<file path="config.mk">
export PLATFORM = sky130hd
export DESIGN_NAME = updn_cnt
export DESIGN_NICKNAME = d
export VERILOG_FILES = /design/src/rtl/updn_cnt_pkg.sv /design/src/rtl/updn_cnt_slice.sv /design/src/rtl/updn_cnt_steer.sv /design/src/rtl/updn_cnt.sv
export SDC_FILE = /design/constraint.sdc
export NUM_CORES = 1
export LEC_CHECK = 0
export ABC_AREA = 1
export ABC_CLOCK_PERIOD_IN_PS = 1700
export BUFFER_PORTS_ARGS = -buffer_cell sky130_fd_sc_hd__buf_2
export CAP_MARGIN = 15
export CORE_MARGIN = 1
export CORE_UTILIZATION = 44
export CTS_CLUSTER_DIAMETER = 150
export DETAILED_ROUTE_END_ITERATION = 8
export GPL_TIMING_DRIVEN = 0
export PLACE_DENSITY = 0.73
export SKIP_LAST_GASP = 1
export SYNTH_ARGS = -nofsm -noshare
export SYNTH_HDL_FRONTEND = slang
export SYNTH_SLANG_ARGS = --single-unit
</file>
<file path="constraint.sdc">
create_clock -name clk -period 1.7 [get_ports clk]
set_clock_uncertainty 0.2 [all_clocks]
set_input_delay 0.17 -clock clk [delete_from_list [all_inputs] [get_ports clk]]
set_output_delay 0.17 -clock clk [all_outputs]
set_load 0.01 [all_outputs]
</file>
<file path="src/rtl/updn_cnt_pkg.sv">
package updn_cnt_pkg;

    typedef enum logic [1:0] {
        CM_CASCADE = 2'd0,
        CM_RELOAD  = 2'd1,
        CM_TRUNC   = 2'd2
    } cnt_mode_e;

    typedef enum logic [1:0] {
        OP_HOLD = 2'd0,
        OP_LOAD = 2'd1,
        OP_INC  = 2'd2,
        OP_DEC  = 2'd3
    } slice_op_e;

endpackage

</file>
<file path="src/rtl/updn_cnt_slice.sv">
module updn_cnt_slice
    import updn_cnt_pkg::*;
#(
    parameter int W            = 4,
    parameter bit DOWN_ZERO_TC = 1'b0
) (
    input  logic         clk,
    input  logic         clr,
    input  logic         up,
    input  logic         en_n,
    input  logic         ld_n,
    input  logic [W-1:0] din,
    output logic [W-1:0] q,
    output logic         co_n
);

    localparam logic [W-1:0] ALL_ONES = {W{1'b1}};
    localparam logic [W-1:0] ONE      = W'(1);

    typedef struct packed {
        logic [W-1:0] cnt;
    } slice_st_t;

    slice_st_t st_d, st_q;
    slice_op_e op;
    logic      term;

    // priority: enable gates everything, then load, then count
    always_comb begin
        if (en_n)       op = OP_HOLD;
        else if (!ld_n) op = OP_LOAD;
        else if (up)    op = OP_INC;
        else            op = OP_DEC;

        st_d = st_q;
        unique case (op)
            OP_HOLD: st_d.cnt = st_q.cnt;
            OP_LOAD: st_d.cnt = din;
            OP_INC:  st_d.cnt = st_q.cnt + ONE;
            OP_DEC:  st_d.cnt = st_q.cnt - ONE;
            default: st_d.cnt = st_q.cnt;
        endcase
    end

    always_ff @(posedge clk or posedge clr) begin
        if (clr) st_q <= '0;
        else     st_q <= st_d;
    end

    always_comb begin
        if (DOWN_ZERO_TC && !up) term = (st_q.cnt == '0);
        else                     term = (st_q.cnt == ALL_ONES);
    end

    assign q    = st_q.cnt;
    assign co_n = ~term;

    assert_clear_R1: assert property (@(posedge clk) clr |-> (q == '0))
        else $error("slice not cleared");

    assert_inc_R2: assert property (@(posedge clk) disable iff (clr)
        (!en_n && ld_n && up) |=> (q == $past(q) + ONE))
        else $error("slice increment wrong");

    assert_dec_R3: assert property (@(posedge clk) disable iff (clr)
        (!en_n && ld_n && !up) |=> (q == $past(q) - ONE))
        else $error("slice decrement wrong");

    assert_hold_R4: assert property (@(posedge clk) disable iff (clr)
        en_n |=> $stable(q))
        else $error("slice moved while disabled");

    assert_load_R5: assert property (@(posedge clk) disable iff (clr)
        (!en_n && !ld_n) |=> (q == $past(din)))
        else $error("slice load wrong");

    assert_co_up_R6: assert property (@(posedge clk) disable iff (clr)
        (!co_n && !en_n && ld_n && up) |=> (q == '0))
        else $error("carry not at top of up range");

    generate
        if (DOWN_ZERO_TC) begin : g_dz_chk
            assert_co_dn_R6: assert property (@(posedge clk) disable iff (clr)
                (!co_n && !en_n && ld_n && !up) |=> (q == ALL_ONES))
                else $error("carry not at bottom of down range");
        end
    endgenerate

endmodule

</file>
<file path="src/rtl/updn_cnt_steer.sv">
module updn_cnt_steer
    import updn_cnt_pkg::*;
#(
    parameter cnt_mode_e MODE      = CM_RELOAD,
    parameter int        W         = 4,
    parameter int        PRESET    = 6,
    parameter int        TRUNC_TOP = 12
) (
    input  logic         clk,
    input  logic         clr,
    input  logic         en_n,
    input  logic         ld_n,
    input  logic [W-1:0] din,
    input  logic [W-1:0] q_cur,
    input  logic         co_n,
    output logic         sl_ld_n,
    output logic [W-1:0] sl_din
);

    localparam logic [W-1:0] PRE_V = W'(PRESET);
    localparam logic [W-1:0] TOP_V = W'(TRUNC_TOP);

    logic         force_ld;
    logic [W-1:0] force_val;

    generate
        if (MODE == CM_TRUNC) begin : g_trunc
            logic unused_co;
            assign unused_co = co_n;
            assign force_ld  = (q_cur == TOP_V);
            assign force_val = '0;

            assert_wrap_R9: assert property (@(posedge clk) disable iff (clr)
                (!en_n && ld_n && q_cur == TOP_V) |=> (q_cur == '0))
                else $error("truncated wrap missed");
        end else begin : g_reload
            assign force_ld  = ~co_n;
            assign force_val = PRE_V;

            assert_reload_R8: assert property (@(posedge clk) disable iff (clr)
                (!en_n && ld_n && !co_n) |=> (q_cur == PRE_V))
                else $error("preset reload missed");
        end
    endgenerate

    // external load wins over the forced one
    assign sl_ld_n = ld_n & ~force_ld;
    assign sl_din  = ld_n ? force_val : din;

    assert_ext_first_R10: assert property (@(posedge clk) disable iff (clr)
        (!en_n && !ld_n) |=> (q_cur == $past(din)))
        else $error("external load lost");

endmodule

</file>
<file path="src/rtl/updn_cnt.sv">
module updn_cnt
    import updn_cnt_pkg::*;
#(
    parameter cnt_mode_e MODE         = CM_CASCADE,
    parameter int        SLICE_W      = 4,
    parameter int        NSLICE       = 2,
    parameter int        PRESET       = 6,
    parameter int        TRUNC_TOP    = 12,
    parameter bit        DOWN_ZERO_TC = 1'b0
) (
    input  logic                      clk,
    input  logic                      clr,
    input  logic                      up,
    input  logic                      en_n,
    input  logic                      ld_n,
    input  logic [SLICE_W*NSLICE-1:0] din,
    output logic [SLICE_W*NSLICE-1:0] q,
    output logic                      co_n
);

    localparam int CW = SLICE_W * NSLICE;

    generate
        if (MODE == CM_CASCADE) begin : g_cascade
            // chain_n[i] low: all slices below i sit at terminal count
            logic [NSLICE:0] chain_n;
            assign chain_n[0] = 1'b0;

            for (genvar i = 0; i < NSLICE; i++) begin : g_sl
                logic               sl_en_n;
                logic [SLICE_W-1:0] sl_q;
                logic               sl_co_n;

                assign sl_en_n = en_n | (ld_n & chain_n[i]);

                updn_cnt_slice #(
                    .W            (SLICE_W),
                    .DOWN_ZERO_TC (DOWN_ZERO_TC)
                ) u_slice (
                    .clk  (clk),
                    .clr  (clr),
                    .up   (up),
                    .en_n (sl_en_n),
                    .ld_n (ld_n),
                    .din  (din[i*SLICE_W +: SLICE_W]),
                    .q    (sl_q),
                    .co_n (sl_co_n)
                );

                assign q[i*SLICE_W +: SLICE_W] = sl_q;
                assign chain_n[i+1] = chain_n[i] | sl_co_n;

                if (i > 0) begin : g_chk
                    assert_upper_gate_R7: assert property (@(posedge clk) disable iff (clr)
                        (!en_n && ld_n && chain_n[i]) |=> $stable(sl_q))
                        else $error("upper slice stepped without carry");
                end
            end

            assign co_n = chain_n[NSLICE];
        end else begin : g_restricted
            logic [SLICE_W-1:0] r_q;
            logic [SLICE_W-1:0] r_din;
            logic               r_co_n;
            logic               r_ld_n;
            logic               unused_din;

            assign unused_din = ^din;

            updn_cnt_steer #(
                .MODE      (MODE),
                .W         (SLICE_W),
                .PRESET    (PRESET),
                .TRUNC_TOP (TRUNC_TOP)
            ) u_steer (
                .clk     (clk),
                .clr     (clr),
                .en_n    (en_n),
                .ld_n    (ld_n),
                .din     (din[SLICE_W-1:0]),
                .q_cur   (r_q),
                .co_n    (r_co_n),
                .sl_ld_n (r_ld_n),
                .sl_din  (r_din)
            );

            updn_cnt_slice #(
                .W            (SLICE_W),
                .DOWN_ZERO_TC (DOWN_ZERO_TC)
            ) u_slice (
                .clk  (clk),
                .clr  (clr),
                .up   (up),
                .en_n (en_n),
                .ld_n (r_ld_n),
                .din  (r_din),
                .q    (r_q),
                .co_n (r_co_n)
            );

            assign q    = CW'(r_q);
            assign co_n = r_co_n;
        end
    endgenerate

endmodule

</file>
==> results of run 1 <==
-- worst min-delay path, stage by stage --
cell and delay (ns):
buf_2 0.07, o21ai_0 0.07, o21ai_1 0.12
-- through the flow --
step | utilization [%] | TNS (ns) | instances | area [sq um] | setup WS, ns
finish | 67.9 | 0 | 142 | 1020 | 0.0168
global route | 67.9 | -0.125 | 142 | 1020 | -0.0623
floorplan | - | -0.0391 | 89 | 729 | -0.0391
detailed placement | 56.4 | -0.459 | 125 | 850 | -0.181
CTS | 63.9 | -0.00570 | 138 | 962 | -0.00570
global placement | 56.4 | -0.359 | 125 | 850 | -0.181
-- per-layer routing --
metal	wire [um]	GRT usage [%]	vias up
met5	0	0	-
met4	0	1.88	0
met3	59	2.59	0
met2	795	32.3	17
met1	704	26.2	326
li1	-	-	367
-- report_power, final --
| group | internal [mW] | leakage [nW] | switching, mW |
|---|---|---|---|
| sequential | 0.225 | 0.0948 | 0.0389 |
| clock | 0.0807 | 0.0138 | 0.0629 |
| combinational | 0.159 | 0.421 | 0.188 |
-- cells in the final DEF, fill, tap and decap left out, types with 2 or more instances in the layout --
cell	Yosys	routed
nand3_1	4	4
a21oi_1	3	2
dfrtp_1	8	7
o21ai_1	3	5
xor2_1	3	3
o21ai_0	8	5
nand2_4	2	2
o22ai_1	2	2
nand2_1	14	11
clkbuf_4	0	3
nor2_8	2	2
o211ai_1	3	3
buf_4	0	8
dlygate4sd3_1	0	5
inv_1	11	10
ha_1	3	2
inv_2	3	4
buf_2	0	20
nor2_1	5	5
nand2_2	4	7
-- what timing repair did --
action | CTS | global route
hold endpoints to repair | 12 | 0
gates cloned | 0 | 0
hold buffers | 5 | 0
pin swaps | 4 | 8
setup buffers | 5 | 4
gates resized for setup | 1 | 11
endpoints found under the setup margin | 2 | 7
-- synth_stat cells --
| cell | n | area [sq um] |
|---|---|---|
| nand2_1 | 14 | 52.6 |
| inv_1 | 11 | 41.3 |
| dfrtp_1 | 8 | 200 |
| o21ai_0 | 8 | 40.0 |
| nor2_1 | 5 | 18.8 |
| nand2_2 | 4 | 25.0 |
| nand3_1 | 4 | 20.0 |
| a21oi_1 | 3 | 15.0 |
| ha_1 | 3 | 37.5 |
| inv_2 | 3 | 11.3 |
| o211ai_1 | 3 | 22.5 |
| o21ai_1 | 3 | 15.0 |
| xor2_1 | 3 | 26.3 |
| nand2_4 | 2 | 22.5 |
| nand3_2 | 2 | 20.0 |
| nor2_8 | 2 | 40.0 |
| o22ai_1 | 2 | 12.5 |
| a211oi_1 | 1 | 7.51 |
| clkbuf_8 | 1 | 13.8 |
| fa_1 | 1 | 20.0 |
| inv_4 | 1 | 6.26 |
| nor2_2 | 1 | 6.26 |
| nor2_4 | 1 | 11.3 |
| nor4_1 | 1 | 6.26 |
| o21ai_4 | 1 | 16.3 |
| xnor2_1 | 1 | 8.76 |
-- worst paths after layout --
check,endpoint
min in group asynchronous,g_cascade.g_sl[0].u_slice.q[2]
worst min register to register,g_cascade.g_sl[0].u_slice.q[2]
max in group asynchronous,g_cascade.g_sl[1].u_slice.q[0]
worst max-delay path,g_cascade.g_sl[1].u_slice.q[2]
worst max register to register,g_cascade.g_sl[1].u_slice.q[2]
worst min-delay path,g_cascade.g_sl[0].u_slice.q[2]
-- cell type report --
| class | count | area [sq um] |
|---|---|---|
| fill | 139 | 484 |
| multi-input combinational | 65 | 484 |
| clock buffer | 3 | 22.5 |
| timing repair buffer | 34 | 221 |
| buffer | 1 | 13.8 |
| sequential | 8 | 201 |
| inverter | 15 | 58.8 |
| tap | 16 | 20.0 |
-- cell families (layout without fill, tap and decap cells) --
| logic type | Yosys count | after routing | synth area share (%) |
|---|---|---|---|
| and+or+nand+nor | 36 | 36 | 31.1 |
| buffers and inverters | 16 | 53 | 10.1 |
| xor gates and xnor gates | 4 | 4 | 4.89 |
| adders and majority gates | 4 | 4 | 8.03 |
| AOI/OAI and AO/OA | 21 | 21 | 18.0 |
| DFF | 8 | 8 | 27.9 |
==> impl_metrics.tcl, run 1 <==
set metrics [dict create \
    die_w_um 42.4 \
    crit_family "simple AND/OR/NAND/NOR gates" \
    critPathMaxStageDelay_ns 0.41 \
    cts.path.max_buffers 2 \
    min-delay-start "din[2]" \
    gr-usage-all-layers_pct 18.9 \
    path_class "reg2reg" \
    pin_count 22 \
    synth_sequential_area_ratio_pct 27.9 \
    power.leakage_nw 0.530 \
    yosys_register_bits 8 \
    max_slew_margin_pct 79.1 \
    power.density_cell_area_nw_per_um2 738 \
    cell_count_of_the_worst_hold_path 3 \
    crit_path_end_kind "register" \
    final_antenna_net_count 0 \
    initial_utilization_pct 47.6 \
    num-nets-final 145 \
    fp-row-count 14 \
    layout-drive-gt1-share_pct 46.8 \
    cts_max_level 1 \
    worst_path_max_delay_cell "dfrtp_1" \
    dpl.hpwl_um 1140 \
    drt_pass1_iterations 4 \
    syn_area_per_cell_sq_um 8.06 \
    number_of_flip_flops_in_the_largest_register 8 \
    hold_path_class "in2reg" \
    timing.critical_path.depth 12 \
    dieHeight_um 42.4 \
    run_status "completed" \
    place.port_buffers 20 \
    critical_path_source_type "register" \
    post-route-min-period_ns 1.68 \
    clock_root_buffer_master "clkbuf_4" \
    grt_pass1_wl_um 2660 \
    cp_data_required_time_ns 1.63 \
    p_total_mw 0.754 \
    clk_transition_reported_paths_ns 0.06 \
    syn_area_sq_um 717 \
    avgRoutedWirePerCell_um 11.0 \
    tightestPinTransition_ns 0.313 \
    cp.buffers_inverters 2 \
    ys_warn_count 0 \
    cp_cell_sequence "nand2_2 > nor2_8 > nand2_4 > nand2_2 > nand2_2 > inv_2 > ha_4 > inv_2 > nand2_2 > xnor2_1 > nor2_1 > o22ai_1" \
    final.hold.worst_slack_ns 0.0169 \
    drt_iter0_markers 19 \
    synth.net_count 106 \
    antenna_found_initial 0 \
    vdd_drop_max_mv 0.537 \
    hold_vio_cnt_final 0 \
    cell_count_after_synthesis 89 \
    grt_pass1_vias 663 \
    maximum_number_of_pins_on_one_net_before_global_route_repair 11 \
    critPathMostFrequentCell "nand2_2" \
    setup.worst_path.start "g_cascade.g_sl[0].u_slice.q[2]" \
    vias 710 \
    cts_tree "built" \
    gp_congestion 0.789 \
    critical_path.reg2reg.startpoint "g_cascade.g_sl[0].u_slice.q[2]" \
    num_clock_sinks 8 \
    fin_crit_sh_pct 99.0 \
    yosysUniqueCellTypes 26 \
    die-area_sq_um 1790 \
    report.final.setup_viol 0 \
    ff2ff_path_depth 12 \
    maxClockFrequency_ghz 0.594 \
    post_drt_via_cell_ratio 5.00 \
    totalWireLength_um 1560 \
    maxCapViolCount 0 \
    antenna_diode_count 0 \
    timing_max_transition_violations_final 0 \
    crit_arrival_ns 1.61 \
    flow.area_growth_from_synthesis_pct 42.6 \
    clock_latency_ns 0.25 \
    grt.overflow.total 0 \
    cts_buffers 3 \
    setup.reg_to_reg.worst_slack_ns 0.02 \
    core-area_sq_um 1510 \
    post-route-drc-count 0 \
    crit_path_max_fanout 4 \
    grt_setup_unrepaired "true" \
]
(Power assumes the default switching activity.)
==> run 2, diff against run 1 <==
--- a/config.mk
+++ b/config.mk
@@ -6,7 +6,7 @@
 export NUM_CORES = 1
 export LEC_CHECK = 0
 export ABC_AREA = 1
-export ABC_CLOCK_PERIOD_IN_PS = 1700
+export ABC_CLOCK_PERIOD_IN_PS = 2150
 export BUFFER_PORTS_ARGS = -buffer_cell sky130_fd_sc_hd__buf_2
 export CAP_MARGIN = 15
 export CORE_MARGIN = 1
@@ -14,8 +14,9 @@
 export CTS_CLUSTER_DIAMETER = 150
 export DETAILED_ROUTE_END_ITERATION = 8
 export GPL_TIMING_DRIVEN = 0
-export PLACE_DENSITY = 0.73
+export PLACE_DENSITY = 0.7
 export SKIP_LAST_GASP = 1
 export SYNTH_ARGS = -nofsm -noshare
 export SYNTH_HDL_FRONTEND = slang
 export SYNTH_SLANG_ARGS = --single-unit
+export TNS_END_PERCENT = 10
==> constraint.sdc (replaced) <==
create_clock -name clk -period 2.15 [get_ports clk]
set_clock_uncertainty 0.2 [all_clocks]
set_input_delay 0.215 -clock clk [delete_from_list [all_inputs] [get_ports clk]]
set_output_delay 0.215 -clock clk [all_outputs]
set_load 0.01 [all_outputs]
==> impl_metrics.tcl, run 2 (synthesis results as in run 1) <==
set metrics [dict create \
    endpoint "g_cascade.g_sl[1].u_slice.q[2]" \
    hold_buffers 2 \
    critical_path_source_type "register" \
    avgRoutedWirePerCell_um 11.0 \
    path_class "reg2reg" \
    power.share.sequential_pct 38.9 \
    crit_path_max_fanout 6 \
    crit_arrival_ns 1.76 \
    core-area_sq_um 1510 \
    post_cts_resize_count 0 \
    drt_iter0_markers 22 \
    num_clock_sinks 8 \
    mostFrequentLayoutCells "buf_2, nand2_1, inv_1" \
    layout-drive-gt1-share_pct 36.0 \
    antenna_found_initial 0 \
    place.port_buffers 20 \
    clock_root_buffer_master "clkbuf_4" \
    gp_congestion 0.859 \
    power.density_cell_area_nw_per_um2 619 \
    cts_max_level 1 \
    comb_power_share_pct 40.6 \
    cp_data_required_time_ns 2.08 \
    critPathMostFrequentCell "nand2_1" \
    crit_path_end_kind "register" \
    num-nets-final 133 \
    maximum_number_of_pins_on_one_net_before_global_route_repair 11 \
    hold_path_class "in2reg" \
    critical_path.reg2reg.startpoint "g_cascade.g_sl[0].u_slice.q[3]" \
    gr-usage-all-layers_pct 18.8 \
    power_frac_clock_pct 20.5 \
    maxClockFrequency_ghz 0.545 \
    critPathMaxStageDelay_ns 0.42 \
    grt_setup_unrepaired "false" \
    post_drt_via_cell_ratio 5.19 \
    grt.overflow.total 0 \
    clock_latency_ns 0.25 \
    setup.reg_to_reg.worst_slack_ns 0.32 \
    final_antenna_net_count 0 \
    post_cts.repair.setup_buffers 0 \
    fill_cells 149 \
    pin_count 22 \
    leading_cell_type_in_the_layout_fill_and_taps_excluded "buf_2" \
    timing_max_transition_violations_final 0 \
    post-route-min-period_ns 1.83 \
    max_slew_margin_pct 80.7 \
    p_int_mw 0.332 \
    die-area_sq_um 1790 \
    grt_pass1_wl_um 2640 \
    dieHeight_um 42.4 \
    p_total_mw 0.545 \
    finalCoreUtilization_pct 58.4 \
    dpl.hpwl_um 1150 \
    initial_utilization_pct 47.6 \
    report.final.setup_viol 0 \
    number_of_flip_flops_in_the_largest_register 8 \
    setup.worst_path.start "g_cascade.g_sl[0].u_slice.q[3]" \
    hold_vio_cnt_final 0 \
    cts_buffers 3 \
    cts.path.max_buffers 2 \
    totalWireLength_um 1430 \
    vdd_drop_max_mv 0.474 \
    die_w_um 42.4 \
    run_status "completed" \
    sw_frac_of_total_pct 38.9 \
    fp-row-count 14 \
    power.leakage_nw 0.470 \
    total_switching_power_mw 0.212 \
    flow.area_growth_from_synthesis_pct 22.7 \
    totalNegativeSetupSlack_ns 0 \
    cp_cell_sequence "nand2_2 > nor2_8 > nand3_2 > nand2_1 > inv_2 > ha_1 > inv_1 > nand2_1 > xnor2_1 > nor2_1 > o22ai_1" \
    ff2ff_path_depth 11 \
    cts_tree "built" \
    worst_path_max_delay_cell "dfrtp_1" \
    clk_transition_reported_paths_ns 0.05 \
    antenna_diode_count 0 \
    post-route-drc-count 0 \
    reg_to_reg_critical_path_endpoint "g_cascade.g_sl[1].u_slice.q[2]" \
    tightestPinTransition_ns 0.288 \
    drt_pass1_iterations 4 \
    maxCapViolCount 0 \
    fin_crit_sh_pct 85.3 \
    grt_pass1_vias 623 \
    vias 675 \
]
==> run 2: area by class of cell <==
cell class                      instances  area (sq um)  share of cell area, %
Inverter                               15          58.8                   6.69
Sequential cell                         8           200                   22.8
Buffer                                  1          13.8                   1.56
Multi-Input combinational cell         65           444                   50.5
Tap cell                               16          20.0                   2.28
Clock buffer                            3          22.5                   2.56
Timing Repair Buffer                   22           120                   13.7
==> run 2: worst min path at each step <==
stage	start	end	depth (start not counted)
after floorplan	clr	g_cascade.g_sl[0].u_slice.q[0]	1
after global placement	clr	g_cascade.g_sl[0].u_slice.q[0]	2
after detailed placement	clr	g_cascade.g_sl[1].u_slice.q[3]	2
after CTS	din[3]	g_cascade.g_sl[0].u_slice.q[3]	3
after global routing	din[3]	g_cascade.g_sl[0].u_slice.q[3]	3
final	din[3]	g_cascade.g_sl[0].u_slice.q[3]	3
==> run 2: worst max-delay path, delay by kind of cell (launching register included) <==
family / cells / cell delay [ns]
AND/OR/NAND/NOR: 6 / 0.66
XOR/XNOR: 1 / 0.12
adder cells (fa/ha/maj): 1 / 0.16
flip-flops: 1 / 0.42
buffers and inverters: 2 / 0.08
AO/OA/AOI/OAI: 1 / 0.07
==> run 2: metrics by stage <==
stage	cell area, sq um	cells	setup WS (ns)	hold WS (ns)
3_5_place_dp	837	125	0.157	-0.0342
4_1_cts	880	130	0.306	0.0224
6_report	880	130	0.316	0.0273
2_1_floorplan	717	89	0.374	-0.169
5_1_grt	880	130	0.114	0.0296
3_3_place_gp	837	125	0.185	-0.0358
==> run 2: per-layer routing <==
layer	routed length, um	track usage (%)	part of all wire, %
met5	0	0	0
met4	0	3.75	0
met3	46	5.17	3.2
met2	688	28.3	48
met1	697	27.3	49
==> run 2: power by group through the flow <==
stage / Clock (mW) / Combinational [mW] / Sequential [mW]
after floorplan: 0 / 0.143 / 0.221
after global placement: 0 / 0.215 / 0.214
after detailed placement: 0 / 0.219 / 0.214
after CTS: 0.116 / 0.222 / 0.212
after global routing: 0.124 / 0.251 / 0.216
final: 0.112 / 0.221 / 0.212
==> run 3, diff against run 2 <==
--- a/config.mk
+++ b/config.mk
@@ -11,10 +11,11 @@
 export CAP_MARGIN = 15
 export CORE_MARGIN = 1
 export CORE_UTILIZATION = 44
+export CTS_BUF_LIST = sky130_fd_sc_hd__clkbuf_8
 export CTS_CLUSTER_DIAMETER = 150
 export DETAILED_ROUTE_END_ITERATION = 8
 export GPL_TIMING_DRIVEN = 0
-export PLACE_DENSITY = 0.7
+export PLACE_DENSITY = 0.67
 export SKIP_LAST_GASP = 1
 export SYNTH_ARGS = -nofsm -noshare
 export SYNTH_HDL_FRONTEND = slang
==> impl_metrics.tcl, run 3 (synthesis results as in run 1) <==
set metrics [dict create \
    drt_pass1_iterations 4 \
    gp_congestion 0.882 \
    setup.reg_to_reg.worst_slack_ns 0.27 \
    cts_max_level 1 \
    post_cts.repair.setup_buffers 0 \
    hold_path_class "in2reg" \
    dpl.hpwl_um 1200 \
    vdd_drop_max_mv 0.706 \
    cts_buffers 3 \
    crit_path_end_kind "register" \
    grt.overflow.total 0 \
    max_slew_margin_pct 79.9 \
    gr-usage-all-layers_pct 17.8 \
    fill_cells 149 \
    timing_max_transition_violations_final 0 \
    post-route-min-period_ns 1.88 \
    mostFrequentLayoutCells "buf_2, nand2_1, inv_1" \
    num-nets-final 132 \
    setup.worst_path.start "g_cascade.g_sl[0].u_slice.q[3]" \
    report.final.setup_viol 0 \
    grt_pass1_vias 574 \
    reg_to_reg_critical_path_endpoint "g_cascade.g_sl[1].u_slice.q[2]" \
    power.leakage_nw 0.474 \
    grt_setup_unrepaired "false" \
    number_of_flip_flops_in_the_largest_register 8 \
    antenna_diode_count 0 \
    min-delay-start "din[4]" \
    post-route-drc-count 0 \
    crit_path_max_fanout 6 \
    antenna_found_initial 0 \
    placement.cell_area_sq_um 837 \
    fin_crit_sh_pct 87.3 \
    num_clock_sinks 8 \
    core-area_sq_um 1510 \
    die-area_sq_um 1790 \
    hold_end "g_cascade.g_sl[1].u_slice.q[0]" \
    avgRoutedWirePerCell_um 11.5 \
    critical_path.reg2reg.startpoint "g_cascade.g_sl[0].u_slice.q[3]" \
    ff2ff_path_depth 11 \
    finish.instance_area_sq_um 888 \
    critical_path_source_type "register" \
    maxCapViolCount 0 \
    post_cts_resize_count 0 \
    dieHeight_um 42.4 \
    clock_latency_ns 0.22 \
    leading_cell_type_in_the_layout_fill_and_taps_excluded "buf_2" \
    tightestPinTransition_ns 0.300 \
    final_antenna_net_count 0 \
    clock_root_buffer_master "clkbuf_8" \
    post_drt_via_cell_ratio 5.00 \
    maxClockFrequency_ghz 0.532 \
    initial_utilization_pct 47.6 \
    cp_data_required_time_ns 2.04 \
    totalNegativeSetupSlack_ns 0 \
    crit_arrival_ns 1.77 \
    die_w_um 42.4 \
    flow.area_growth_from_synthesis_pct 23.9 \
    cell_count_of_the_worst_hold_path 3 \
    cts_tree "built" \
    vias 645 \
    pin_count 22 \
    hold_vio_cnt_final 0 \
    hold_buffers 1 \
    place.port_buffers 20 \
    power.density_cell_area_nw_per_um2 679 \
    grt_pass1_wl_um 2390 \
    clk_transition_reported_paths_ns 0.04 \
    fp-row-count 14 \
    layout-drive-gt1-share_pct 36.3 \
    run_status "completed" \
    maximum_number_of_pins_on_one_net_before_global_route_repair 11 \
    totalWireLength_um 1480 \
    finalCoreUtilization_pct 59.0 \
    path_class "reg2reg" \
    drt_iter0_markers 8 \
    cts.path.max_buffers 2 \
]
run 3: worst max-delay path by stage:
stage | end | slack (ns) | depth (start not counted)
3_5_place_dp | g_cascade.g_sl[0].u_slice.q[3] | 0.13 | 10
4_1_cts | g_cascade.g_sl[1].u_slice.q[2] | 0.26 | 11
6_report | g_cascade.g_sl[1].u_slice.q[2] | 0.27 | 11
3_3_place_gp | g_cascade.g_sl[0].u_slice.q[3] | 0.19 | 10
5_1_grt | g_cascade.g_sl[1].u_slice.q[2] | 0.14 | 11
2_1_floorplan | g_cascade.g_sl[1].u_slice.q[2] | 0.37 | 11
run 3: through the flow:
| stage | instances | setup WS [ns] | power [mW] | hold WS [ns] |
|---|---|---|---|---|
| 6_report | 129 | 0.272 | 0.603 | 0.0549 |
| 2_1_floorplan | 89 | 0.374 | 0.364 | -0.169 |
| 4_1_cts | 129 | 0.265 | 0.607 | 0.0520 |
| 5_1_grt | 129 | 0.141 | 0.646 | 0.0579 |
| 3_5_place_dp | 125 | 0.127 | 0.433 | -0.0288 |
| 3_3_place_gp | 125 | 0.189 | 0.426 | -0.0215 |
run 3: power by group:
part | internal [mW] | total [mW] | leakage, nW | switching, mW
Combinational | 0.0898 | 0.220 | 0.356 | 0.130
Clock | 0.120 | 0.171 | 0.0216 | 0.0503
Sequential | 0.178 | 0.212 | 0.0958 | 0.0346
run 3: cell type report:
| class | count | area [sq um] | share of cell area (%) |
|---|---|---|---|
| Multi-Input combinational cell | 65 | 444 | 50.0 |
| Inverter | 15 | 58.8 | 6.62 |
| Buffer | 1 | 13.8 | 1.55 |
| Timing Repair Buffer | 21 | 110 | 12.4 |
| Tap cell | 16 | 20.0 | 2.25 |
| Sequential cell | 8 | 200 | 22.5 |
| Clock buffer | 3 | 41.3 | 4.65 |
run 3: critical path, cell delays in order (launching register included):
cell and delay [ns]:
dfrtp_1 0.42, nand2_2 0.11, nor2_8 0.20, nand3_2 0.12, nand2_1 0.10, inv_2 0.04
ha_1 0.16, inv_1 0.05, nand2_1 0.05, xnor2_1 0.12, nor2_1 0.10, o22ai_1 0.08
run 3: per-layer routing:
layer | track usage, % | part of all wire (%) | wire, um
met5 | 0 | 0 | 0
met4 | 1.88 | 0 | 0
met3 | 5.17 | 3.1 | 46
met2 | 29.2 | 47 | 695
met1 | 24.1 | 50 | 735
